File: config.mk
export PLATFORM = sky130hd
export DESIGN_NAME = snoop_accept_ctrl
export DESIGN_NICKNAME = d
export VERILOG_FILES = /design/src/rtl/snoop_accept_pkg.sv /design/src/rtl/snoop_accept_gate.sv /design/src/rtl/snoop_capture.sv /design/src/rtl/snoop_wb_tracker.sv /design/src/rtl/snoop_ahold_timer.sv /design/src/rtl/snoop_accept_ctrl.sv
export SDC_FILE = /design/constraint.sdc
export NUM_CORES = 1
export LEC_CHECK = 0
export BUFFER_PORTS_ARGS = -buffer_cell sky130_fd_sc_hd__clkbuf_2
export CORE_MARGIN = 1
export CORE_UTILIZATION = 40
export DETAILED_ROUTE_END_ITERATION = 6
export MAX_ROUTING_LAYER = met4
export PLACE_DENSITY = 0.71
export SLEW_MARGIN = 40
export SYNTH_ARGS = -nofsm -noshare
export SYNTH_HDL_FRONTEND = slang
export SYNTH_SLANG_ARGS = --single-unit
File: constraint.sdc
create_clock -name clk -period 3.4 [get_ports clk]
set_input_delay 0.17 -clock clk [delete_from_list [all_inputs] [get_ports clk]]
set_output_delay 0.17 -clock clk [all_outputs]
set_load 0.005 [all_outputs]
File: src/rtl/snoop_accept_pkg.sv
package snoop_accept_pkg;
  localparam int unsigned LINE_LSB = 4;

  function automatic int unsigned cnt_width(input int unsigned n);
    return (n > 1) ? $clog2(n) : 1;
  endfunction
endpackage

File: src/rtl/snoop_accept_gate.sv
module snoop_accept_gate (
  input  logic clk,
  input  logic rst,
  input  logic hlda_i,
  input  logic boff_i,
  input  logic ahold_i,
  input  logic eads_i,
  input  logic ads_i,
  input  logic hitm_i,
  input  logic lkp_busy_i,
  output logic accept_o
);
  logic ads_q;
  logic bus_released;
  logic blocked;

  always_ff @(posedge clk) begin
    if (rst) ads_q <= 1'b0;
    else     ads_q <= ads_i;
  end

  always_comb begin
    bus_released = hlda_i | boff_i | ahold_i;
    blocked      = hitm_i | ads_q | lkp_busy_i;
    accept_o     = eads_i & bus_released & ~blocked;
  end

  AST_NO_ACCEPT_AFTER_ADS: assert property (@(posedge clk) disable iff (rst)
    $past(ads_i) |-> !accept_o);
endmodule

File: src/rtl/snoop_capture.sv
module snoop_capture #(
  parameter int unsigned ADDR_W   = 32,
  parameter int unsigned LINE_LSB = 4,
  localparam int unsigned LINE_W  = ADDR_W - LINE_LSB
) (
  input  logic              clk,
  input  logic              rst,
  input  logic              accept_i,
  input  logic [ADDR_W-1:0] addr_i,
  input  logic              inv_i,
  output logic              lkp_req_o,
  output logic [LINE_W-1:0] lkp_line_o,
  output logic              inv_q_o
);
  always_ff @(posedge clk) begin
    if (rst) begin
      lkp_req_o  <= 1'b0;
      lkp_line_o <= '0;
      inv_q_o    <= 1'b0;
    end else begin
      lkp_req_o <= accept_i;
      if (accept_i) begin
        lkp_line_o <= addr_i[ADDR_W-1:LINE_LSB];
        inv_q_o    <= inv_i;
      end
    end
  end

  AST_REQ_SINGLE: assert property (@(posedge clk) disable iff (rst)
    lkp_req_o |=> !lkp_req_o);
endmodule

File: src/rtl/snoop_wb_tracker.sv
module snoop_wb_tracker #(
  parameter int unsigned BURST_LEN = 4,
  localparam int unsigned CNT_W = snoop_accept_pkg::cnt_width(BURST_LEN)
) (
  input  logic clk,
  input  logic rst,
  input  logic lkp_req_i,
  input  logic lkp_hit_i,
  input  logic lkp_dirty_i,
  input  logic inv_q_i,
  input  logic brdy_i,
  output logic hitm_o,
  output logic wb_req_o,
  output logic inval_o
);
  localparam logic [CNT_W-1:0] LAST_BEAT = CNT_W'(BURST_LEN - 1);

  logic [CNT_W-1:0] beat_cnt;
  logic             dirty_hit;
  logic             clean_inv;

  always_comb begin
    dirty_hit = lkp_req_i & lkp_hit_i & lkp_dirty_i;
    clean_inv = lkp_req_i & lkp_hit_i & ~lkp_dirty_i & inv_q_i;
  end

  always_ff @(posedge clk) begin
    if (rst) begin
      hitm_o   <= 1'b0;
      wb_req_o <= 1'b0;
      inval_o  <= 1'b0;
      beat_cnt <= '0;
    end else begin
      inval_o <= clean_inv;
      if (dirty_hit) begin
        hitm_o   <= 1'b1;
        wb_req_o <= 1'b1;
        beat_cnt <= '0;
      end else if (hitm_o && brdy_i) begin
        wb_req_o <= 1'b0;
        if (beat_cnt == LAST_BEAT) begin
          hitm_o   <= 1'b0;
          beat_cnt <= '0;
        end else begin
          beat_cnt <= beat_cnt + 1'b1;
        end
      end
    end
  end

  AST_HITM_FROM_LOOKUP: assert property (@(posedge clk) disable iff (rst)
    $rose(hitm_o) |-> $past(lkp_req_i && lkp_hit_i && lkp_dirty_i));
  AST_HITM_DROP_ON_BRDY: assert property (@(posedge clk) disable iff (rst)
    $fell(hitm_o) |-> $past(brdy_i));
  AST_INVAL_EXCLUSIVE: assert property (@(posedge clk) disable iff (rst)
    inval_o |-> !hitm_o);
  AST_INVAL_PULSE: assert property (@(posedge clk) disable iff (rst)
    inval_o |=> !inval_o);
  AST_WBREQ_INSIDE_HITM: assert property (@(posedge clk) disable iff (rst)
    wb_req_o |-> hitm_o);
endmodule

File: src/rtl/snoop_ahold_timer.sv
module snoop_ahold_timer #(
  parameter int unsigned MIN_HOLD_CLKS = 2,
  localparam int unsigned CNT_W = snoop_accept_pkg::cnt_width(MIN_HOLD_CLKS)
) (
  input  logic clk,
  input  logic rst,
  input  logic accept_i,
  output logic ahold_ok_o
);
  localparam logic [CNT_W-1:0] LOAD_VAL = CNT_W'(MIN_HOLD_CLKS - 1);

  logic [CNT_W-1:0] wait_cnt;

  always_ff @(posedge clk) begin
    if (rst)                   wait_cnt <= '0;
    else if (accept_i)         wait_cnt <= LOAD_VAL;
    else if (wait_cnt != '0)   wait_cnt <= wait_cnt - 1'b1;
  end

  assign ahold_ok_o = (wait_cnt == '0);

  AST_AHOLD_MIN: assert property (@(posedge clk) disable iff (rst)
    $past(accept_i) |-> !ahold_ok_o);
endmodule

File: src/rtl/snoop_accept_ctrl.sv
module snoop_accept_ctrl #(
  parameter int unsigned ADDR_W        = 32,
  parameter int unsigned BURST_LEN     = 4,
  parameter int unsigned MIN_HOLD_CLKS = 2,
  localparam int unsigned LINE_W = ADDR_W - snoop_accept_pkg::LINE_LSB
) (
  input  logic              clk,
  input  logic              rst,
  input  logic              hlda_i,
  input  logic              boff_i,
  input  logic              ahold_i,
  input  logic              eads_i,
  input  logic              ads_i,
  input  logic              inv_i,
  input  logic [ADDR_W-1:0] addr_i,
  input  logic              lkp_hit_i,
  input  logic              lkp_dirty_i,
  input  logic              brdy_i,
  output logic              lkp_req_o,
  output logic [LINE_W-1:0] lkp_line_o,
  output logic              inval_o,
  output logic              hitm_o,
  output logic              wb_req_o,
  output logic              ahold_ok_o
);
  logic accept;
  logic inv_q;

  snoop_accept_gate u_gate (
    .clk        (clk),
    .rst        (rst),
    .hlda_i     (hlda_i),
    .boff_i     (boff_i),
    .ahold_i    (ahold_i),
    .eads_i     (eads_i),
    .ads_i      (ads_i),
    .hitm_i     (hitm_o),
    .lkp_busy_i (lkp_req_o),
    .accept_o   (accept)
  );

  snoop_capture #(
    .ADDR_W   (ADDR_W),
    .LINE_LSB (snoop_accept_pkg::LINE_LSB)
  ) u_capture (
    .clk        (clk),
    .rst        (rst),
    .accept_i   (accept),
    .addr_i     (addr_i),
    .inv_i      (inv_i),
    .lkp_req_o  (lkp_req_o),
    .lkp_line_o (lkp_line_o),
    .inv_q_o    (inv_q)
  );

  snoop_wb_tracker #(
    .BURST_LEN (BURST_LEN)
  ) u_tracker (
    .clk         (clk),
    .rst         (rst),
    .lkp_req_i   (lkp_req_o),
    .lkp_hit_i   (lkp_hit_i),
    .lkp_dirty_i (lkp_dirty_i),
    .inv_q_i     (inv_q),
    .brdy_i      (brdy_i),
    .hitm_o      (hitm_o),
    .wb_req_o    (wb_req_o),
    .inval_o     (inval_o)
  );

  snoop_ahold_timer #(
    .MIN_HOLD_CLKS (MIN_HOLD_CLKS)
  ) u_timer (
    .clk        (clk),
    .rst        (rst),
    .accept_i   (accept),
    .ahold_ok_o (ahold_ok_o)
  );

  AST_ACCEPT_NEEDS_HOLD: assert property (@(posedge clk) disable iff (rst)
    lkp_req_o |-> $past(hlda_i || boff_i || ahold_i));
  AST_ACCEPT_NEEDS_STROBE: assert property (@(posedge clk) disable iff (rst)
    lkp_req_o |-> $past(eads_i));
  AST_NO_ACCEPT_DURING_HITM: assert property (@(posedge clk) disable iff (rst)
    $past(hitm_o) |-> !lkp_req_o);
  AST_HITM_QUIET_AT_LOOKUP: assert property (@(posedge clk) disable iff (rst)
    lkp_req_o |-> !hitm_o);
endmodule

==> results of run 1 <==
## power by group
group / internal [uW] / switching [uW] / leakage [uW] / total [uW]
registers: 447 / 13.2 / 0.000295 / 460
logic: 69.2 / 52.3 / 0.000604 / 121
clock network: 165 / 134 / 0.0000455 / 299
## worst max-delay path, delay by kind of cell, from the launching register on
family	cells	cell delay [ps]
AO/OA/AOI/OAI	1	520
flip-flops	1	350
AND/OR/NAND/NOR	1	310
multiplexers	1	260
## worst max path at each step
| stage | from | endpoint |
|---|---|---|
| after floorplan | u_tracker.hitm_o | u_capture.inv_q_o |
| after global placement | u_tracker.hitm_o | u_capture.lkp_line_o[5] |
| after detailed placement | u_tracker.hitm_o | u_capture.lkp_line_o[27] |
| after CTS | u_tracker.hitm_o | u_capture.lkp_line_o[27] |
| after global routing | u_tracker.hitm_o | u_capture.lkp_line_o[16] |
| final | u_tracker.hitm_o | u_capture.lkp_line_o[27] |
## through the flow
step                worst slack (ps)  instances  total power, uW
global route                    1760        270              931
CTS                             1840        270              895
detailed placement              1860        262              594
global placement                1590        262              591
floorplan                       2170        154              552
finish                          1870        270              881
## synthesized netlist by cell type
library cell	n
nor4b_2	1
o31a_1	1
a21oi_1	2
buf_12	3
and2b_1	1
nand2b_1	58
nor3_1	3
nand2_1	3
mux2i_1	31
clkbuf_1	7
nor2b_1	1
buf_6	1
nor2_1	3
inv_1	1
ha_1	1
dfxtp_1	36
and3_1	1
## cell type report
class / instances / area share, %
timing repair buffer: 71 / 17.6
multi-input combinational: 106 / 39.0
sequential: 36 / 35.8
tap: 48 / 2.98
inverter: 1 / 0.186
clock buffer: 8 / 4.47
## sequential cells by signal, indices dropped and copies added, names as in the netlist
| register | count |
|---|---|
| u_tracker.hitm_o | 1 |
| u_timer.wait_cnt | 1 |
| u_capture.lkp_line_o | 28 |
| u_tracker.inval_o | 1 |
| u_gate.ads_q | 1 |
| u_capture.inv_q_o | 1 |
| u_tracker.beat_cnt | 2 |
| u_tracker.wb_req_o | 1 |
## per-layer routing
metal	GRT usage (%)	up-vias	wire length [um]
met5	-	-	0
met4	5.98	0	34
met3	5.38	5	161
met2	25.6	38	1350
met1	16.8	530	1310
li1	-	632	-
## cells by family (layout without fill, tap and decap cells)
group / count (synthesis) / count (layout) / synth area share, %
buffers and inverters: 12 / 80 / 6.34
AOI/OAI and AO/OA: 3 / 3 / 1.17
muxes: 31 / 31 / 19.4
and+or+nand+nor: 71 / 71 / 27.2
adders and majority gates: 1 / 1 / 0.782
DFF: 36 / 36 / 45.1
==> flow_metrics.env, run 1 <==
export IMPL_status="finished clean"
export IMPL_holdCritStartpoint="lkp_dirty_i"
export IMPL_placed_cell_area_um2=1930
export IMPL_fin_crit_sh_pct=44.9
export IMPL_min_to="u_tracker.inval_o"
export IMPL_num_antenna_cells=0
export IMPL_synth_top_area_share_pct=45.1
export IMPL_path_cells="nor4b_2 -> o31a_4 -> mux2i_1"
export IMPL_fp_row_count=22
export IMPL_endpoint_kind="flip-flop"
export IMPL_grt_pass1_vias=1170
export IMPL_vias=1205
export IMPL_clockBufferDepth=2
export IMPL_worstPathRequired_ps=3600
export IMPL_hold_ws_ps=77.3
export IMPL_synth_seq_cells=36
export IMPL_grt_usage_pct=15.4
export IMPL_critPathKind="flip-flop to flip-flop"
export IMPL_drc=0
export IMPL_hold_violations=0
export IMPL_leakagePower_uw=0.000944
export IMPL_crit_fanout=30
export IMPL_vdd_drop_max_v=0.000275
export IMPL_max_stage_delay_ps=520
export IMPL_routabilityCongestion=0.657
export IMPL_start_util_pct=42.7
export IMPL_fmax_ghz=0.654
export IMPL_synthTopCellsByArea="dfxtp_1 (45%), nand2b_1 (23%), mux2i_1 (19%), buf_12 (3.8%), clkbuf_1 (1.6%)"
export IMPL_multiInputGateArea_um2=786
export IMPL_holdBufCountCts=0
export IMPL_power_density_nw_per_um2=437
export IMPL_core_area_um2=3740
export IMPL_tns_ps=0
export IMPL_final_common_cell="clkbuf_2"
export IMPL_cts_resized_gates=0
export IMPL_fin_area_um2=2020
export IMPL_ys_warn_count=0
export IMPL_pin_count=76
export IMPL_syn_num_nets=198
export IMPL_final_period_minus_worst_setup_slack_ps=1530
export IMPL_ys_types=17
export IMPL_fin_skew_ps=2.12
export IMPL_chipWidth_um=65.2
export IMPL_synthCells=154
export IMPL_final_nets=265
export IMPL_final_cell_mix="clkbuf_2 (70), nand2b_1 (58), dfxtp_1 (36), mux2i_1 (31), clkbuf_8 (6)"
export IMPL_fillers=368
export IMPL_rsz0062_at_grt="no"
export IMPL_areaGrowthSynthToFinish_pct=26.1
export IMPL_yosysSeqAreaShare_pct=45.1
export IMPL_grt_ovfl_total=0
export IMPL_dr_pass1_iters=4
export IMPL_timing_rr_end="u_capture.lkp_line_o[27]"
export IMPL_cts_tree="yes"
export IMPL_min_path_type="input pin to flip-flop"
export IMPL_detail_route_antenna_nets=0
export IMPL_yosysTopAreaCell="dfxtp_1"
export IMPL_io_buffers=71
export IMPL_postCtsSetupRepairBufs=0
export IMPL_finalMaxSlewViolations=0
export IMPL_setup_viol=0
export IMPL_grt_max_degree=65
export IMPL_rrSetupSlack_ps=1870
export IMPL_die_height_um=65.2
export IMPL_critical_path_arrival_ps=1720
export IMPL_reg2regPathDepth=3
export IMPL_seqCellArea_um2=721
export IMPL_slowest_stage="o31a_4"
export IMPL_post_route_util_pct=53.8
export IMPL_wire_per_inst_um=10.6
export IMPL_postRouteWirelength_um=2860
export IMPL_cap_violations=0
export IMPL_clock_sinks=36
export IMPL_routed_via_density=4.46
export IMPL_synth_avg_cell_area_um2=10.4
export IMPL_clk_root_buffer_cell="clkbuf_8"
export IMPL_drt_iter0_markers=57
export IMPL_cts_buffers=5
export IMPL_synth_area_um2=1600
export IMPL_insertion_delay_ps=270
export IMPL_hold_depth=2
export IMPL_die_area_um2=4250
export IMPL_antenna_found_initial=0
export IMPL_crit_path_start_kind="flip-flop"
export IMPL_drive_gt1_share_pct=35.6
export IMPL_worstMarginPinSlew_ps=769
export IMPL_clkSlewWorstSetupHoldPaths_ps=60
export IMPL_ctsHtreeMaxLevel=2
export IMPL_grt_pass1_wl_um=4890
export IMPL_max_slew_margin_pct=48.8
export IMPL_rr_startpoint="u_tracker.hitm_o"
Power figures use the tool's default switching activity.
==> run 2, diff against run 1 <==
--- a/config.mk
+++ b/config.mk
@@ -5,12 +5,13 @@
 export SDC_FILE = /design/constraint.sdc
 export NUM_CORES = 1
 export LEC_CHECK = 0
+export ABC_AREA = 1
 export BUFFER_PORTS_ARGS = -buffer_cell sky130_fd_sc_hd__clkbuf_2
 export CORE_MARGIN = 1
 export CORE_UTILIZATION = 40
 export DETAILED_ROUTE_END_ITERATION = 6
 export MAX_ROUTING_LAYER = met4
-export PLACE_DENSITY = 0.71
+export PLACE_DENSITY = 0.7
 export SLEW_MARGIN = 40
 export SYNTH_ARGS = -nofsm -noshare
 export SYNTH_HDL_FRONTEND = slang
==> constraint.sdc (replaced) <==
create_clock -name clk -period 1.53 [get_ports clk]
set_input_delay 0.0765 -clock clk [delete_from_list [all_inputs] [get_ports clk]]
set_output_delay 0.0765 -clock clk [all_outputs]
set_load 0.005 [all_outputs]
==> run 2 against run 1 <==
  * Critical endpoint is now u_capture.lkp_line_o[17]
  * Largest cell class is now registers
  * Core utilization increased by 2.3 points
  * First-iteration DRC count shrank 1.8%
  * Clock skew grew 1.4 ps
  * Clock power is 130% higher
  * Area after synthesis is 1.2% higher
  * Critical path depth up 4
  * Global-route usage grew 2.6 points
  * Highest routed layer unchanged
  * Power is 140% higher
  * Synthesized cell count rose by 49%
  * Routed wire length is 16% higher
  * Worst hold slack lost 59 ps
  * Cell count increased by 29%
==> flow_metrics.env, run 2 <==
export IMPL_io_buffers=71
export IMPL_rrSetupSlack_ps=320
export IMPL_fp_row_count=22
export IMPL_synth_top_area_share_pct=44.5
export IMPL_switching_power_uw=541
export IMPL_syn_num_nets=274
export IMPL_final_nets=344
export IMPL_yosysSeqAreaShare_pct=44.5
export IMPL_power_density_nw_per_um2=991
export IMPL_final_period_minus_worst_setup_slack_ps=1210
export IMPL_clock_sinks=36
export IMPL_synth_avg_cell_area_um2=7.03
export IMPL_rsz0062_at_grt="no"
export IMPL_cap_violations=0
export IMPL_cts_buffers=5
export IMPL_hold_depth=2
export IMPL_path_cells="inv_2 -> nand2_2 -> nor2_4 -> buf_12 -> nand3_1 -> nand2_1 -> nor2_1"
export IMPL_timing_critical_path_buf_inv=2
export IMPL_grt_pass1_wl_um=5750
export IMPL_synthTopCellsByArea="dfxtp_1 (45%), nand2_1 (10%), nand3_1 (9.3%), inv_1 (8.1%), nor2_1 (7.7%)"
export IMPL_cts_tree="yes"
export IMPL_place_ws_ps=341
export IMPL_pin_count=76
export IMPL_postRouteWirelength_um=3310
export IMPL_slowest_stage="dfxtp_1"
export IMPL_ys_types=18
export IMPL_critical_path_arrival_ps=1380
export IMPL_clkSlewWorstSetupHoldPaths_ps=70
export IMPL_synth_area_um2=1620
export IMPL_fin_crit_sh_pct=78.8
export IMPL_core_area_um2=3770
export IMPL_post_route_util_pct=56.1
export IMPL_fmax_ghz=0.830
export IMPL_areaGrowthSynthToFinish_pct=30.8
export IMPL_grt_ovfl_total=0
export IMPL_clockBufferDepth=2
export IMPL_largest_reg_flops=28
export IMPL_dr_pass1_iters=4
export IMPL_num_antenna_cells=0
export IMPL_clk_root_buffer_cell="clkbuf_8"
export IMPL_critPathKind="flip-flop to flip-flop"
export IMPL_status="finished clean"
export IMPL_synthCells=230
export IMPL_vdd_drop_max_v=0.000646
export IMPL_synth_edf_count=0
export IMPL_rr_startpoint="u_timer.wait_cnt"
export IMPL_grt_pass1_vias=1403
export IMPL_die_height_um=65.6
export IMPL_crit_family="simple AND/OR/NAND/NOR gates"
export IMPL_drive_gt1_share_pct=31.6
export IMPL_ys_flop_type="dfxtp_1"
export IMPL_min_path_type="input pin to flip-flop"
export IMPL_yosys_top_cells_count="nand2_1 (43), dfxtp_1 (36), inv_1 (35)"
export IMPL_grt_max_degree=60
export IMPL_die_area_um2=4300
export IMPL_worstMarginPinSlew_ps=380
export IMPL_antenna_found_initial=0
export IMPL_setup_viol=0
export IMPL_leakagePower_uw=0.00116
export IMPL_hold_violations=0
export IMPL_setup_slack_ps=325
export IMPL_final_cell_mix="clkbuf_2 (71), nand2_1 (42), dfxtp_1 (36), inv_1 (35), nor2_1 (33)"
export IMPL_clock_power_share_pct=32.2
export IMPL_hold_ws_ps=18.2
export IMPL_worstPathRequired_ps=1700
export IMPL_min_to="u_tracker.wb_req_o"
export IMPL_max_stage_delay_ps=350
export IMPL_grt_usage_pct=18.0
export IMPL_final_common_cell="clkbuf_2"
export IMPL_tns_ps=0
export IMPL_drt_iter0_markers=56
export IMPL_p_int_uw=1560
export IMPL_regMostFlops="u_capture.lkp_line_o"
export IMPL_crit_fanout=59
export IMPL_hpwl_um=2330
export IMPL_reg2regPathDepth=7
export IMPL_insertion_delay_ps=280
export IMPL_chipWidth_um=65.6
export IMPL_start_util_pct=42.9
export IMPL_endpoint_kind="flip-flop"
export IMPL_sw_frac_of_total_pct=25.8
export IMPL_fin_skew_ps=3.49
export IMPL_detail_route_antenna_nets=0
export IMPL_wire_per_inst_um=9.47
export IMPL_drc=0
export IMPL_ys_async_sr_fraction_pct=0
export IMPL_finalMaxSlewViolations=0
export IMPL_ys_warn_count=0
export IMPL_synth_most_common_cell="nand2_1"
export IMPL_yosysTopAreaCell="dfxtp_1"
export IMPL_timing_rr_end="u_capture.lkp_line_o[17]"
export IMPL_postCtsSetupRepairBufs=0
export IMPL_pwr_share_comb_pct=17.8
export IMPL_crit_path_start_kind="flip-flop"
export IMPL_holdCritStartpoint="rst"
export IMPL_top_regs="u_capture.lkp_line_o (28), u_tracker.beat_cnt (2)"
export IMPL_max_slew_margin_pct=74.6
export IMPL_ctsHtreeMaxLevel=2
export IMPL_synth_seq_cells=36
export IMPL_vias=1586
export IMPL_seq_power_share_pct=50.0
export IMPL_routabilityCongestion=0.695
export IMPL_routed_via_density=4.54
==> run 2: cell type report <==
cell class	instances	area, um^2
Inverter	36	135
Fill cell	369	1660
Tap cell	48	60.1
Clock buffer	8	90.1
Timing Repair Buffer	78	438
Sequential cell	36	721
Multi-Input combinational cell	143	672
==> run 2: repair_timing <==
| action | in CTS | in global routing |
|---|---|---|
| hold endpoints to repair | 2 | 0 |
| hold buffers | 2 | 0 |
| gates resized for setup | 0 | 0 |
==> run 2: routing by layer <==
metal	vias to the layer above	global-route usage (%)	routed length, um
met4	0	9.78	80
met3	10	4.34	164
met5	-	-	0
met2	43	30.3	1550
li1	851	-	-
met1	682	19.4	1510
==> run 2: power by group through the flow <==
stage | clock network (uW) | registers, uW | logic (uW)
after floorplan | 0 | 1070 | 224
after global placement | 0 | 1070 | 369
after detailed placement | 0 | 1070 | 376
after CTS | 703 | 1050 | 380
after global routing | 749 | 1060 | 432
final | 675 | 1050 | 373
==> run 2: worst max-delay path by stage <==
stage / depth (start not counted) / start / endpoint
floorplan: 7 / u_timer.wait_cnt / u_capture.inv_q_o
global placement: 7 / u_timer.wait_cnt / u_capture.inv_q_o
detailed placement: 7 / u_timer.wait_cnt / u_capture.lkp_line_o[7]
CTS: 7 / u_timer.wait_cnt / u_capture.lkp_line_o[7]
global route: 7 / u_timer.wait_cnt / u_capture.lkp_line_o[0]
finish: 7 / u_timer.wait_cnt / u_capture.lkp_line_o[17]
==> run 2: logic make-up after synthesis <==
group | Yosys count | synth area share [%]
AO/OA/AOI/OAI | 33 | 12.3
adder cells (fa/ha/maj) | 1 | 0.773
buffers and inverters | 51 | 14.1
flip-flops | 36 | 44.5
AND/OR/NAND/NOR | 109 | 28.3
==> run 2: metrics by stage <==
| step | power (uW) | cell area (um^2) | cells |
|---|---|---|---|
| finish | 2100 | 2120 | 349 |
| global route | 2240 | 2120 | 349 |
| CTS | 2130 | 2120 | 349 |
| detailed placement | 1450 | 2010 | 339 |
| global placement | 1440 | 2010 | 339 |
| floorplan | 1300 | 1620 | 230 |
